### src/rtl/stk_pkg.sv
package stk_pkg;
  typedef enum logic [2:0] {
    OP_LOAD  = 3'd0,
    OP_STORE = 3'd1,
    OP_ADD   = 3'd2,
    OP_SUB   = 3'd3,
    OP_MUL   = 3'd4,
    OP_RSV5  = 3'd5,
    OP_RSV6  = 3'd6,
    OP_RSV7  = 3'd7
  } stk_op_e;

  typedef enum logic {
    ST_IDLE = 1'b0,
    ST_MEM  = 1'b1
  } stk_state_e;
endpackage

### src/rtl/stk_alu.sv
module stk_alu
  import stk_pkg::*;
#(
  parameter int DATA_W = 16
) (
  input  stk_op_e           op_i,
  input  logic [DATA_W-1:0] lhs_i,  // entry below top
  input  logic [DATA_W-1:0] rhs_i,  // top entry
  output logic [DATA_W-1:0] res_o
);
  always_comb begin
    unique case (op_i)
      OP_ADD:  res_o = lhs_i + rhs_i;
      OP_SUB:  res_o = lhs_i - rhs_i;
      OP_MUL:  res_o = lhs_i * rhs_i;  // low half kept
      default: res_o = '0;
    endcase
  end
endmodule

### src/rtl/stk_regfile.sv
module stk_regfile #(
  parameter int DEPTH  = 8,
  parameter int DATA_W = 16,
  parameter int CNT_W  = $clog2(DEPTH + 1)
) (
  input  logic              clk_i,
  input  logic              rst_ni,
  input  logic              push_i,
  input  logic              pop_i,
  input  logic              fold_i,
  input  logic [DATA_W-1:0] wdata_i,
  output logic [DATA_W-1:0] top_o,
  output logic [DATA_W-1:0] next_o,
  output logic [CNT_W-1:0]  cnt_o
);
  localparam int IDX_W = (DEPTH > 1) ? $clog2(DEPTH) : 1;

  logic [DATA_W-1:0] ent_q [DEPTH];
  logic [CNT_W-1:0]  cnt_q;
  logic [CNT_W-1:0]  widx;
  logic              wen;

  assign wen  = push_i | fold_i;
  assign widx = push_i ? cnt_q : (cnt_q - CNT_W'(2));

  for (genvar g = 0; g < DEPTH; g++) begin : g_ent
    always_ff @(posedge clk_i or negedge rst_ni) begin
      if (!rst_ni)                          ent_q[g] <= '0;
      else if (wen && widx == CNT_W'(g))    ent_q[g] <= wdata_i;
    end
  end

  always_ff @(posedge clk_i or negedge rst_ni) begin
    if (!rst_ni)              cnt_q <= '0;
    else if (push_i)          cnt_q <= cnt_q + CNT_W'(1);
    else if (pop_i || fold_i) cnt_q <= cnt_q - CNT_W'(1);
  end

  assign top_o  = (cnt_q == '0) ? '0 : ent_q[IDX_W'(cnt_q - CNT_W'(1))];
  assign next_o = (cnt_q < CNT_W'(2)) ? '0 : ent_q[IDX_W'(cnt_q - CNT_W'(2))];
  assign cnt_o  = cnt_q;


  depth_bound_chk: assert property (@(posedge clk_i) disable iff (!rst_ni)
    cnt_q <= CNT_W'(DEPTH));

  no_push_full_chk: assert property (@(posedge clk_i) disable iff (!rst_ni)
    push_i |-> cnt_q < CNT_W'(DEPTH));

  no_pop_empty_chk: assert property (@(posedge clk_i) disable iff (!rst_ni)
    (pop_i || fold_i) |-> cnt_q != '0);

  one_update_chk: assert property (@(posedge clk_i) disable iff (!rst_ni)
    $onehot0({push_i, pop_i, fold_i}));
endmodule

### src/rtl/stk_ctrl.sv
module stk_ctrl
  import stk_pkg::*;
#(
  parameter int DATA_W  = 16,
  parameter int ADDR_W  = 8,
  parameter int INSTR_W = 16,
  parameter int DEPTH   = 8,
  parameter int CNT_W   = $clog2(DEPTH + 1)
) (
  input  logic               clk_i,
  input  logic               rst_ni,
  input  logic               instr_valid_i,
  output logic               instr_ready_o,
  input  logic [INSTR_W-1:0] instr_i,
  input  logic [CNT_W-1:0]   cnt_i,
  input  logic [DATA_W-1:0]  top_i,
  output logic               mem_req_o,
  output logic               mem_we_o,
  output logic [ADDR_W-1:0]  mem_addr_o,
  output logic [DATA_W-1:0]  mem_wdata_o,
  output stk_op_e            op_o,
  output logic               push_o,
  output logic               pop_o,
  output logic               fold_o,
  output logic               ovf_o,
  output logic               unf_o
);
  localparam int OP_W = 3;

  stk_state_e state_q;
  logic       pend_load_q;
  logic       ovf_q, unf_q;
  stk_op_e    op;
  logic       accept, is_arith, full, empty, has_two;
  logic       go_load, go_store, bad_unf, bad_ovf;

  assign op       = stk_op_e'(instr_i[INSTR_W-1 -: OP_W]);
  assign accept   = instr_valid_i && (state_q == ST_IDLE);
  assign is_arith = (op == OP_ADD) || (op == OP_SUB) || (op == OP_MUL);
  assign full     = (cnt_i == CNT_W'(DEPTH));
  assign empty    = (cnt_i == '0);
  assign has_two  = (cnt_i >= CNT_W'(2));

  assign go_load  = accept && (op == OP_LOAD) && !full;
  assign go_store = accept && (op == OP_STORE) && !empty;
  assign bad_ovf  = accept && (op == OP_LOAD) && full;
  assign bad_unf  = accept && ((is_arith && !has_two) || ((op == OP_STORE) && empty));

  if (INSTR_W - OP_W > ADDR_W) begin : g_pad
    logic pad_unused;
    assign pad_unused = ^instr_i[INSTR_W-OP_W-1:ADDR_W];
  end

  assign mem_req_o     = go_load || go_store;
  assign mem_we_o      = go_store;
  assign mem_addr_o    = instr_i[ADDR_W-1:0];
  assign mem_wdata_o   = top_i;
  assign op_o          = op;
  assign fold_o        = accept && is_arith && has_two;
  assign push_o        = (state_q == ST_MEM) && pend_load_q;
  assign pop_o         = (state_q == ST_MEM) && !pend_load_q;
  assign instr_ready_o = (state_q == ST_IDLE);
  assign ovf_o         = ovf_q;
  assign unf_o         = unf_q;

  always_ff @(posedge clk_i or negedge rst_ni) begin
    if (!rst_ni) begin
      state_q     <= ST_IDLE;
      pend_load_q <= 1'b0;
    end else if (state_q == ST_MEM) begin
      state_q     <= ST_IDLE;
    end else if (mem_req_o) begin
      state_q     <= ST_MEM;
      pend_load_q <= go_load;
    end
  end

  always_ff @(posedge clk_i or negedge rst_ni) begin
    if (!rst_ni) begin
      ovf_q <= 1'b0;
      unf_q <= 1'b0;
    end else begin
      if (bad_ovf) ovf_q <= 1'b1;
      if (bad_unf) unf_q <= 1'b1;
    end
  end


  busy_after_req_chk: assert property (@(posedge clk_i) disable iff (!rst_ni)
    mem_req_o |=> !instr_ready_o);

  mem_only_ldst_chk: assert property (@(posedge clk_i) disable iff (!rst_ni)
    mem_req_o |-> (instr_valid_i && (op == OP_LOAD || op == OP_STORE)));

  unf_sticky_chk: assert property (@(posedge clk_i) disable iff (!rst_ni)
    unf_o |=> unf_o);

  ovf_sticky_chk: assert property (@(posedge clk_i) disable iff (!rst_ni)
    ovf_o |=> ovf_o);

  store_removes_chk: assert property (@(posedge clk_i) disable iff (!rst_ni)
    (mem_req_o && mem_we_o) |=> pop_o);
endmodule

### src/rtl/stk_exec_unit.sv
module stk_exec_unit
  import stk_pkg::*;
#(
  parameter int DATA_W  = 16,
  parameter int ADDR_W  = 8,
  parameter int INSTR_W = 16,
  parameter int DEPTH   = 8
) (
  input  logic               clk_i,
  input  logic               rst_ni,
  input  logic               instr_valid_i,
  output logic               instr_ready_o,
  input  logic [INSTR_W-1:0] instr_i,
  output logic               mem_req_o,
  output logic               mem_we_o,
  output logic [ADDR_W-1:0]  mem_addr_o,
  output logic [DATA_W-1:0]  mem_wdata_o,
  input  logic [DATA_W-1:0]  mem_rdata_i,
  output logic [DATA_W-1:0]  tos_o,
  output logic               ovf_o,
  output logic               unf_o
);
  localparam int CNT_W = $clog2(DEPTH + 1);

  logic [DATA_W-1:0] top, next, alu_res, wdata;
  logic [CNT_W-1:0]  cnt;
  logic              push, pop, fold;
  stk_op_e           op;

  stk_ctrl #(
    .DATA_W (DATA_W), .ADDR_W (ADDR_W), .INSTR_W(INSTR_W),
    .DEPTH  (DEPTH),  .CNT_W  (CNT_W)
  ) u_ctrl (
    .clk_i, .rst_ni, .instr_valid_i, .instr_ready_o, .instr_i,
    .cnt_i      (cnt),
    .top_i      (top),
    .mem_req_o, .mem_we_o, .mem_addr_o, .mem_wdata_o,
    .op_o       (op),
    .push_o     (push),
    .pop_o      (pop),
    .fold_o     (fold),
    .ovf_o, .unf_o
  );

  stk_alu #(.DATA_W(DATA_W)) u_alu (
    .op_i  (op),
    .lhs_i (next),
    .rhs_i (top),
    .res_o (alu_res)
  );

  assign wdata = push ? mem_rdata_i : alu_res;

  stk_regfile #(.DEPTH(DEPTH), .DATA_W(DATA_W), .CNT_W(CNT_W)) u_stack (
    .clk_i, .rst_ni,
    .push_i  (push),
    .pop_i   (pop),
    .fold_i  (fold),
    .wdata_i (wdata),
    .top_o   (top),
    .next_o  (next),
    .cnt_o   (cnt)
  );

  assign tos_o = top;


  fold_depth_chk: assert property (@(posedge clk_i) disable iff (!rst_ni)
    fold |=> cnt == $past(cnt) - CNT_W'(1));

  load_lands_chk: assert property (@(posedge clk_i) disable iff (!rst_ni)
    push |=> tos_o == $past(mem_rdata_i));
endmodule

### config.mk
export PLATFORM = sky130hd
export DESIGN_NAME = stk_exec_unit
export DESIGN_NICKNAME = d
export VERILOG_FILES = /design/src/rtl/stk_pkg.sv /design/src/rtl/stk_alu.sv /design/src/rtl/stk_regfile.sv /design/src/rtl/stk_ctrl.sv /design/src/rtl/stk_exec_unit.sv
export SDC_FILE = /design/constraint.sdc
export NUM_CORES = 1
export LEC_CHECK = 0
export ABC_CLOCK_PERIOD_IN_PS = 8600
export BUFFER_PORTS_ARGS = -buffer_cell sky130_fd_sc_hd__buf_2
export CAP_MARGIN = 5
export CORE_AREA = 4 4 179 138
export DETAILED_ROUTE_END_ITERATION = 12
export DIE_AREA = 0 0 183 142
export GPL_TIMING_DRIVEN = 0
export PLACE_DENSITY = 0.8
export SLEW_MARGIN = 10
export SYNTH_ARGS = -nofsm -noshare
export SYNTH_HDL_FRONTEND = slang
export SYNTH_SLANG_ARGS = --single-unit
### constraint.sdc
create_clock -name clk_i -period 8.6 [get_ports clk_i]
set_input_delay 0.86 -clock clk_i [delete_from_list [all_inputs] [get_ports clk_i]]
set_output_delay 0.86 -clock clk_i [all_outputs]
set_load 0.03 [all_outputs]
Word-level counts from Yosys, hierarchy flattened
Cells that the tools add are included.
{"block": "word_totals", "in_bits": 35, "reg_bits": 136, "word_cells": 89}
{"block": "classes", "magnitude_cmp": 4, "eq_ne": 12, "n_mul": 1, "n_mux": 15, "reduce_logical": 35, "addsub": 5, "bitwise_logic": 4}
{"operator": "$mux 16", "n": 7}
{"operator": "$bmux 16 s3", "n": 2}
{"operator": "$pmux 16 s3", "n": 1}
{"operator": "$logic_and 1x1->1", "n": 21}
{"operator": "$add 16x16->16", "n": 1}
{"operator": "$eq 4x3->1 const B", "n": 4}
{"operator": "$mul 16x16->16", "n": 1}
{"operator": "$sub 16x16->16", "n": 1}
{"operator": "$mux 4", "n": 3}
{"operator": "$eq 4x2->1 const B", "n": 2}
{"operator": "$ge 4x4->1 const B", "n": 2}
{"operator": "$logic_not 4->1", "n": 2}
{"operator": "$not 3->4", "n": 2}
{"operator": "$eq 3x2->1 const B", "n": 2}
{"operator": "$logic_or 1x1->1", "n": 5}
{"operator": "$add 4x1->4 const B", "n": 1}
{"operator": "$eq 4x1->1 const B", "n": 1}
{"operator": "$eq 4x4->1 const B", "n": 1}
{"operator": "$ge 4x2->1 const B", "n": 1}
{"operator": "$logic_not 1->1", "n": 4}
{"operator": "$lt 4x2->1 const B", "n": 1}
{"operator": "$sub 4x1->4 const B", "n": 1}
{"operator": "$sub 4x2->4 const B", "n": 1}
{"operator": "$eq 3x1->1 const B", "n": 1}
{"operator": "other kinds (7)", "n": 8}

Depth between registers and ports, before layout
{"block": "logic_depth", "ltp_word": 9, "depth_mapped": 37, "ltp_nobuf": 28}

Cells and area by module
A second synthesis with hierarchy kept.
{"block": "hier_totals", "hier_cells": 1541, "hier_area_um2": 14980.6}
{"mod": "stk_regfile", "cells_per_inst": 847, "area_per_inst_um2": 9216.3, "n_inst": 1, "seq_area_each_um2": 3303.2}
{"mod": "stk_alu", "cells_per_inst": 620, "area_per_inst_um2": 5026.1, "n_inst": 1, "seq_area_each_um2": 0.0}
{"mod": "stk_ctrl", "cells_per_inst": 56, "area_per_inst_um2": 489.2, "n_inst": 1, "seq_area_each_um2": 100.1}
{"mod": "stk_exec_unit", "cells_per_inst": 18, "area_per_inst_um2": 249.0, "n_inst": 1, "seq_area_each_um2": 0.0}

Worst setup path after synthesis
OpenSTA, ideal clock, no wires.
{"block": "synth_timing", "path_type": "flip-flop to flip-flop", "from": "register u_stack.cnt_q[0], in the netlist u_stack.cnt_o[0]", "to": "register u_stack.ent_q[109] (netlist bit)", "setup_slack_ps": 111, "t_arrival_ps": 8365, "stages_incl_launch_ff": 33, "n_path_buf": 8, "cell_sequence": "dfrtp_1 -> buf_4 -> buf_4 -> buf_4 -> buf_4 -> buf_2 -> inv_1 -> ha_1 -> buf_6 -> buf_8 -> mux4_2 -> mux2i_1 -> or2_2 -> clkbuf_1 -> clkinv_1 -> nand2_1 -> fa_1 -> fa_1 -> fa_1 -> fa_1 -> inv_1 -> fa_1 -> inv_1 -> fa_1 -> inv_1 -> ha_1 -> nand3_1 -> a211oi_1 -> nor3_1 -> xnor2_1 -> a221oi_1 -> nor2_1 -> mux2_2"}
{"block": "synth_via", "elab_chain_cells": 9, "word_cells_on_any_way": 25, "cone_classes": "add/sub (4); mul (1); order compare (2); eq/ne (1); mux (11); bitwise (3); reduce/logical (3)"}
{"item": "start, declared", "line_no": "stk_regfile.sv:19", "source": "logic [CNT_W-1:0] cnt_q;"}
{"item": "start signal, assigned", "line_no": "stk_regfile.sv:35", "source": "else if (push_i) cnt_q <= cnt_q + CNT_W'(1);"}
{"item": "start signal, assigned", "line_no": "stk_regfile.sv:36", "source": "else if (pop_i || fold_i) cnt_q <= cnt_q - CNT_W'(1);"}
{"item": "$sub 4x1->4"}
{"item": "$not 3->4 (not written as such)", "line_no": "stk_regfile.sv:39", "source": "assign top_o = (cnt_q == '0) ? '0 : ent_q[IDX_W'(cnt_q - CNT_W'(1))];"}
{"item": "$bmux 16 s3", "line_no": "stk_regfile.sv:39"}
{"item": "$mux 16 (not written as such) (2 in a row)", "line_no": "stk_regfile.sv:39"}
{"item": "$mux 16 (*)", "line_no": "stk_regfile.sv:39"}
{"item": "net mem_wdata_o[1]", "line_no": "stk_exec_unit.sv:17", "source": "output logic [DATA_W-1:0] mem_wdata_o,"}
{"item": "$mul 16x16->16, or another cell as far along", "line_no": "stk_alu.sv:15", "source": "OP_MUL: res_o = lhs_i * rhs_i;"}
{"item": "$pmux 16 s3 (*)", "line_no": "stk_alu.sv:12", "source": "unique case (op_i)"}
{"item": "$mux 16 (*)", "line_no": "stk_exec_unit.sv:52", "source": "assign wdata = push ? mem_rdata_i : alu_res;"}
{"item": "end signal, assigned by index", "line_no": "stk_regfile.sv:29", "source": "else if (wen && widx == CNT_W'(g)) ent_q[g] <= wdata_i;"}
{"item": "end, declared", "line_no": "stk_regfile.sv:18", "source": "logic [DATA_W-1:0] ent_q [DEPTH];"}
The timed path passes the listed nets; every way through them passes the cells marked *. The select of a mux whose other input is x is not followed.
A chain may end at the register's enable or synchronous reset.

Worst setup path in the final report
{"block": "layout_timing", "from": "register u_stack.cnt_q[0], in the netlist u_stack.cnt_o[0]", "to": "register u_stack.ent_q[15] (netlist bit)"}
{"block": "layout_via", "elab_chain_cells": 9, "word_cells_on_any_way": 25, "cone_classes": "add/sub (4); mul (1); order compare (2); eq/ne (1); mux (11); bitwise (3); reduce/logical (3)"}
{"item": "$sub 4x2->4 or $sub 4x1->4 (tied branches)"}
{"item": "$not 3->4, on equally long branches", "line_no": "stk_regfile.sv:40, stk_regfile.sv:39"}
{"item": "$bmux 16 s3, on equally long branches", "line_no": "stk_regfile.sv:40, stk_regfile.sv:39"}
{"item": "$mux 16, on equally long branches (3 in a row)", "line_no": "stk_regfile.sv:40, stk_regfile.sv:39"}
{"item": "$mul 16x16->16, or another cell as far along", "line_no": "stk_alu.sv:15"}
{"item": "$pmux 16 s3", "line_no": "stk_alu.sv:12"}
{"item": "$mux 16", "line_no": "stk_exec_unit.sv:52"}
Parallel ways exist; a longest one is shown, timed or not. The select of a mux whose other input is x is not followed.

==> results.json <==
{
  "status": "finished, final reports clean",
  "critPathRequiredTime_ns": 8.93,
  "first_pass_iters": 6,
  "setup_tns_ns": 0,
  "hold_viol_final": 0,
  "grt_usage": 0.319,
  "ys_ff_latch": 136,
  "netlist_area_um2": 12900,
  "via_count": 10900,
  "syn_inst": 1279,
  "crit_path_end_kind": "flip-flop",
  "diodes": 0,
  "areaGrowthSynthToFinish_pct": 14.4,
  "critPathMaxStageDelay_ns": 0.54,
  "routedWlPerCell_um": 24.6,
  "fin_cells": 1685,
  "core_um2": 22800,
  "r2r_slack_ns": 0.22,
  "start_kind": "flip-flop",
  "cts_buffers": 17,
  "setup_viol": 0,
  "ys_dominant_reg_cell": "dfrtp_1",
  "r2r_start": "u_stack.cnt_o[0]",
  "ant_nets": 0,
  "synthDistinctLibCells": 66,
  "htree_levels": 4,
  "min_period_ns": 8.38,
  "die_h_um": 142,
  "via_per_inst": 6.45,
  "drt_iter0_drc": 1384,
  "period_share": 0.974,
  "yosysSeqAreaShare": 0.265,
  "synth-edff-count": 0,
  "finClkSkew_ns": 0.0140,
  "hold_buffers": 0,
  "syn-num-nets": 1467,
  "die_area_um2": 26000,
  "ios": 80,
  "die_x_um": 183,
  "max_slew_margin": 0.104,
  "synth_top_area_share": 0.265,
  "rsz0062_at_grt": "yes",
  "avgSynthCellArea_um2": 10.1,
  "post-place-cells": 1645,
  "cpMostUsedCell": "buf_12",
  "clkSlewWorstSetupHoldPaths_ns": 0.06,
  "hp-class": "input port to async pin",
  "critical_path_class": "flip-flop to flip-flop",
  "worst_skew_pair.late_latency_ns": 0.44,
  "holdWs_ns": 0.453,
  "portBuffers": 65,
  "arrival_ns": 8.71,
  "reg2reg_depth": 32,
  "synth_area_leaders": "dfrtp_1 (26%), fa_1 (13%), mux4_2 (11%)",
  "antenna_found_initial": 0,
  "hpwl_um": 30900,
  "cts_tree": "yes",
  "grt_overflow_total": 0,
  "cp_max_fo": 10,
  "num-nets-final": 1560,
  "drive_above_1_share": 0.260,
  "slew_violations": 0,
  "synth_warnings": 0,
  "place.gp.congestion": 0.975,
  "netlist.top_cell.by_area": "dfrtp_1",
  "grt_pass1_vias": 10800,
  "worstMarginPinSlew_ns": 1.34,
  "cts_sinks": 136,
  "cts_root_buf": "clkbuf_16",
  "maxCapViolations": 0,
  "r2r-end": "u_stack.ent_q[15]",
  "initial_core_util": 0.564,
  "drt-total-wl_um": 41400,
  "fmax_ghz": 0.119,
  "clk_path_buf_depth": 2,
  "cp_slowest_cell": "fa_1",
  "drc_errors": 0,
  "rows": 48,
  "grt_max_degree": 81,
  "synthArstFlopShare": 1.00,
  "grt_pass1_wl_um": 62500
}
[flip-flops by register name, summed over array words and instances (netlist names)]
signal	cells
u_ctrl.ovf_o	1
u_ctrl.pend_load_q	1
u_ctrl.state_q	1
u_ctrl.unf_o	1
u_stack.cnt_o	4
u_stack.ent_q	128
[cell families (layout without fill, tap and decap cells)]
family	count (synthesis)	after routing	share of synthesized area
AO/OA/AOI/OAI	164	164	0.0855
XOR/XNOR	69	69	0.0518
adder cells (fa/ha/maj)	153	153	0.196
buffers and inverters	237	343	0.0825
flip-flops	136	136	0.265
multiplexers	167	167	0.201
AND/OR/NAND/NOR	353	353	0.119
[layer usage]
layer / part of all wire / vias to the layer above / wire length [um] / GRT usage
met2: 0.42 / 885 / 17400 / 0.458
li1: - / 4519 / - / -
met5: 0 / - / 0 / 0
met1: 0.38 / 5312 / 15800 / 0.444
met3: 0.16 / 147 / 6700 / 0.136
met4: 0.035 / 0 / 1460 / 0.0980
[Yosys cell counts (all sizes together), types with 7 or more instances]
master    n
fa       81
a21o     14
ha       72
and2     10
nor2    129
nand2b    7
dfrtp   136
nand3     9
a31oi     9
nor2b    11
mux2i    20
mux2     83
a221oi    9
or2       9
o31ai    20
o21ai    39
nor3     16
buf      48
a21oi    34
xnor2    51
inv     146
mux4     64
clkbuf   41
xor2     14
nand2   141
[layout by cell type (no fill, tap or decap), drive strengths merged, types with 5 or more instances in the layout]
| cell type | netlist | routed |
|---|---|---|
| nand2 | 141 | 141 |
| dfrtp | 136 | 136 |
| nand3 | 9 | 9 |
| o31ai | 20 | 20 |
| o21ai | 39 | 39 |
| a21o | 14 | 14 |
| nand2b | 7 | 7 |
| fa | 81 | 81 |
| nor2 | 129 | 129 |
| and2 | 10 | 10 |
| nor3 | 16 | 16 |
| mux4 | 64 | 64 |
| nor2b | 11 | 11 |
| a22oi | 6 | 6 |
| clkbuf | 41 | 57 |
| or2 | 9 | 9 |
| nor4 | 6 | 6 |
| a31oi | 9 | 9 |
| a211oi | 6 | 6 |
| ha | 72 | 72 |
| xnor2 | 51 | 51 |
| o21bai | 5 | 5 |
| or3 | 5 | 5 |
| xor2 | 14 | 14 |
| inv | 146 | 147 |
| clkinv | 2 | 5 |
| buf | 48 | 128 |
| a21oi | 34 | 34 |
| a221oi | 9 | 9 |
| mux2 | 83 | 83 |
| mux2i | 20 | 20 |
[cell type report]
cell class,instances,area (um^2)
Tap cell,300,375
Sequential cell,136,3400
Clock inverter,10,166
Fill cell,1725,8110
Inverter,148,562
Timing Repair Buffer,84,519
Buffer,79,583
Multi-Input combinational cell,906,8620
Clock buffer,22,484
[worst max path at each step]
stage | startpoint | end | slack [ns] | depth (start not counted)
floorplan | u_stack.cnt_o[0] | u_stack.ent_q[109] | 0.11 | 32
global placement | u_stack.cnt_o[1] | u_stack.ent_q[109] | -2.00 | 30
detailed placement | u_stack.cnt_o[1] | u_stack.ent_q[45] | -2.03 | 30
CTS | u_stack.cnt_o[0] | u_stack.ent_q[95] | 0.007 | 35
global route | u_stack.cnt_o[0] | u_stack.ent_q[95] | -0.06 | 35
finish | u_stack.cnt_o[0] | u_stack.ent_q[15] | 0.22 | 32
[metrics by stage]
step	utilization	worst slack (ns)	area, um^2
3_3_place_gp	0.594	-2.00	13600
5_1_grt	0.645	-0.0630	14700
3_5_place_dp	0.596	-2.03	13600
2_1_floorplan	-	0.111	12900
6_report	0.645	0.221	14700
4_1_cts	0.632	0.00725	14400
[timing repair]
| action | in CTS | in global routing |
|---|---|---|
| gates resized for setup | 49 | 36 |
| setup endpoints to repair | 80 | 52 |
| buffers inserted | 4 | 13 |
| cloned | 0 | 1 |
| pin swaps | 5 | 8 |
[critical path: cells and delay by family (launching register included)]
kind | cells | cell delay, ns
adder cells (fa/ha/maj) | 7 | 3.19
buffers and inverters | 12 | 1.58
multiplexers | 1 | 0.53
AO/OA/AOI/OAI | 3 | 0.77
flip-flops | 1 | 0.40
XOR/XNOR | 8 | 1.62
AND/OR/NAND/NOR | 1 | 0.13
Power is not shown: default switching activity piles up to over one toggle a cycle in this logic, so the estimate is an artifact.
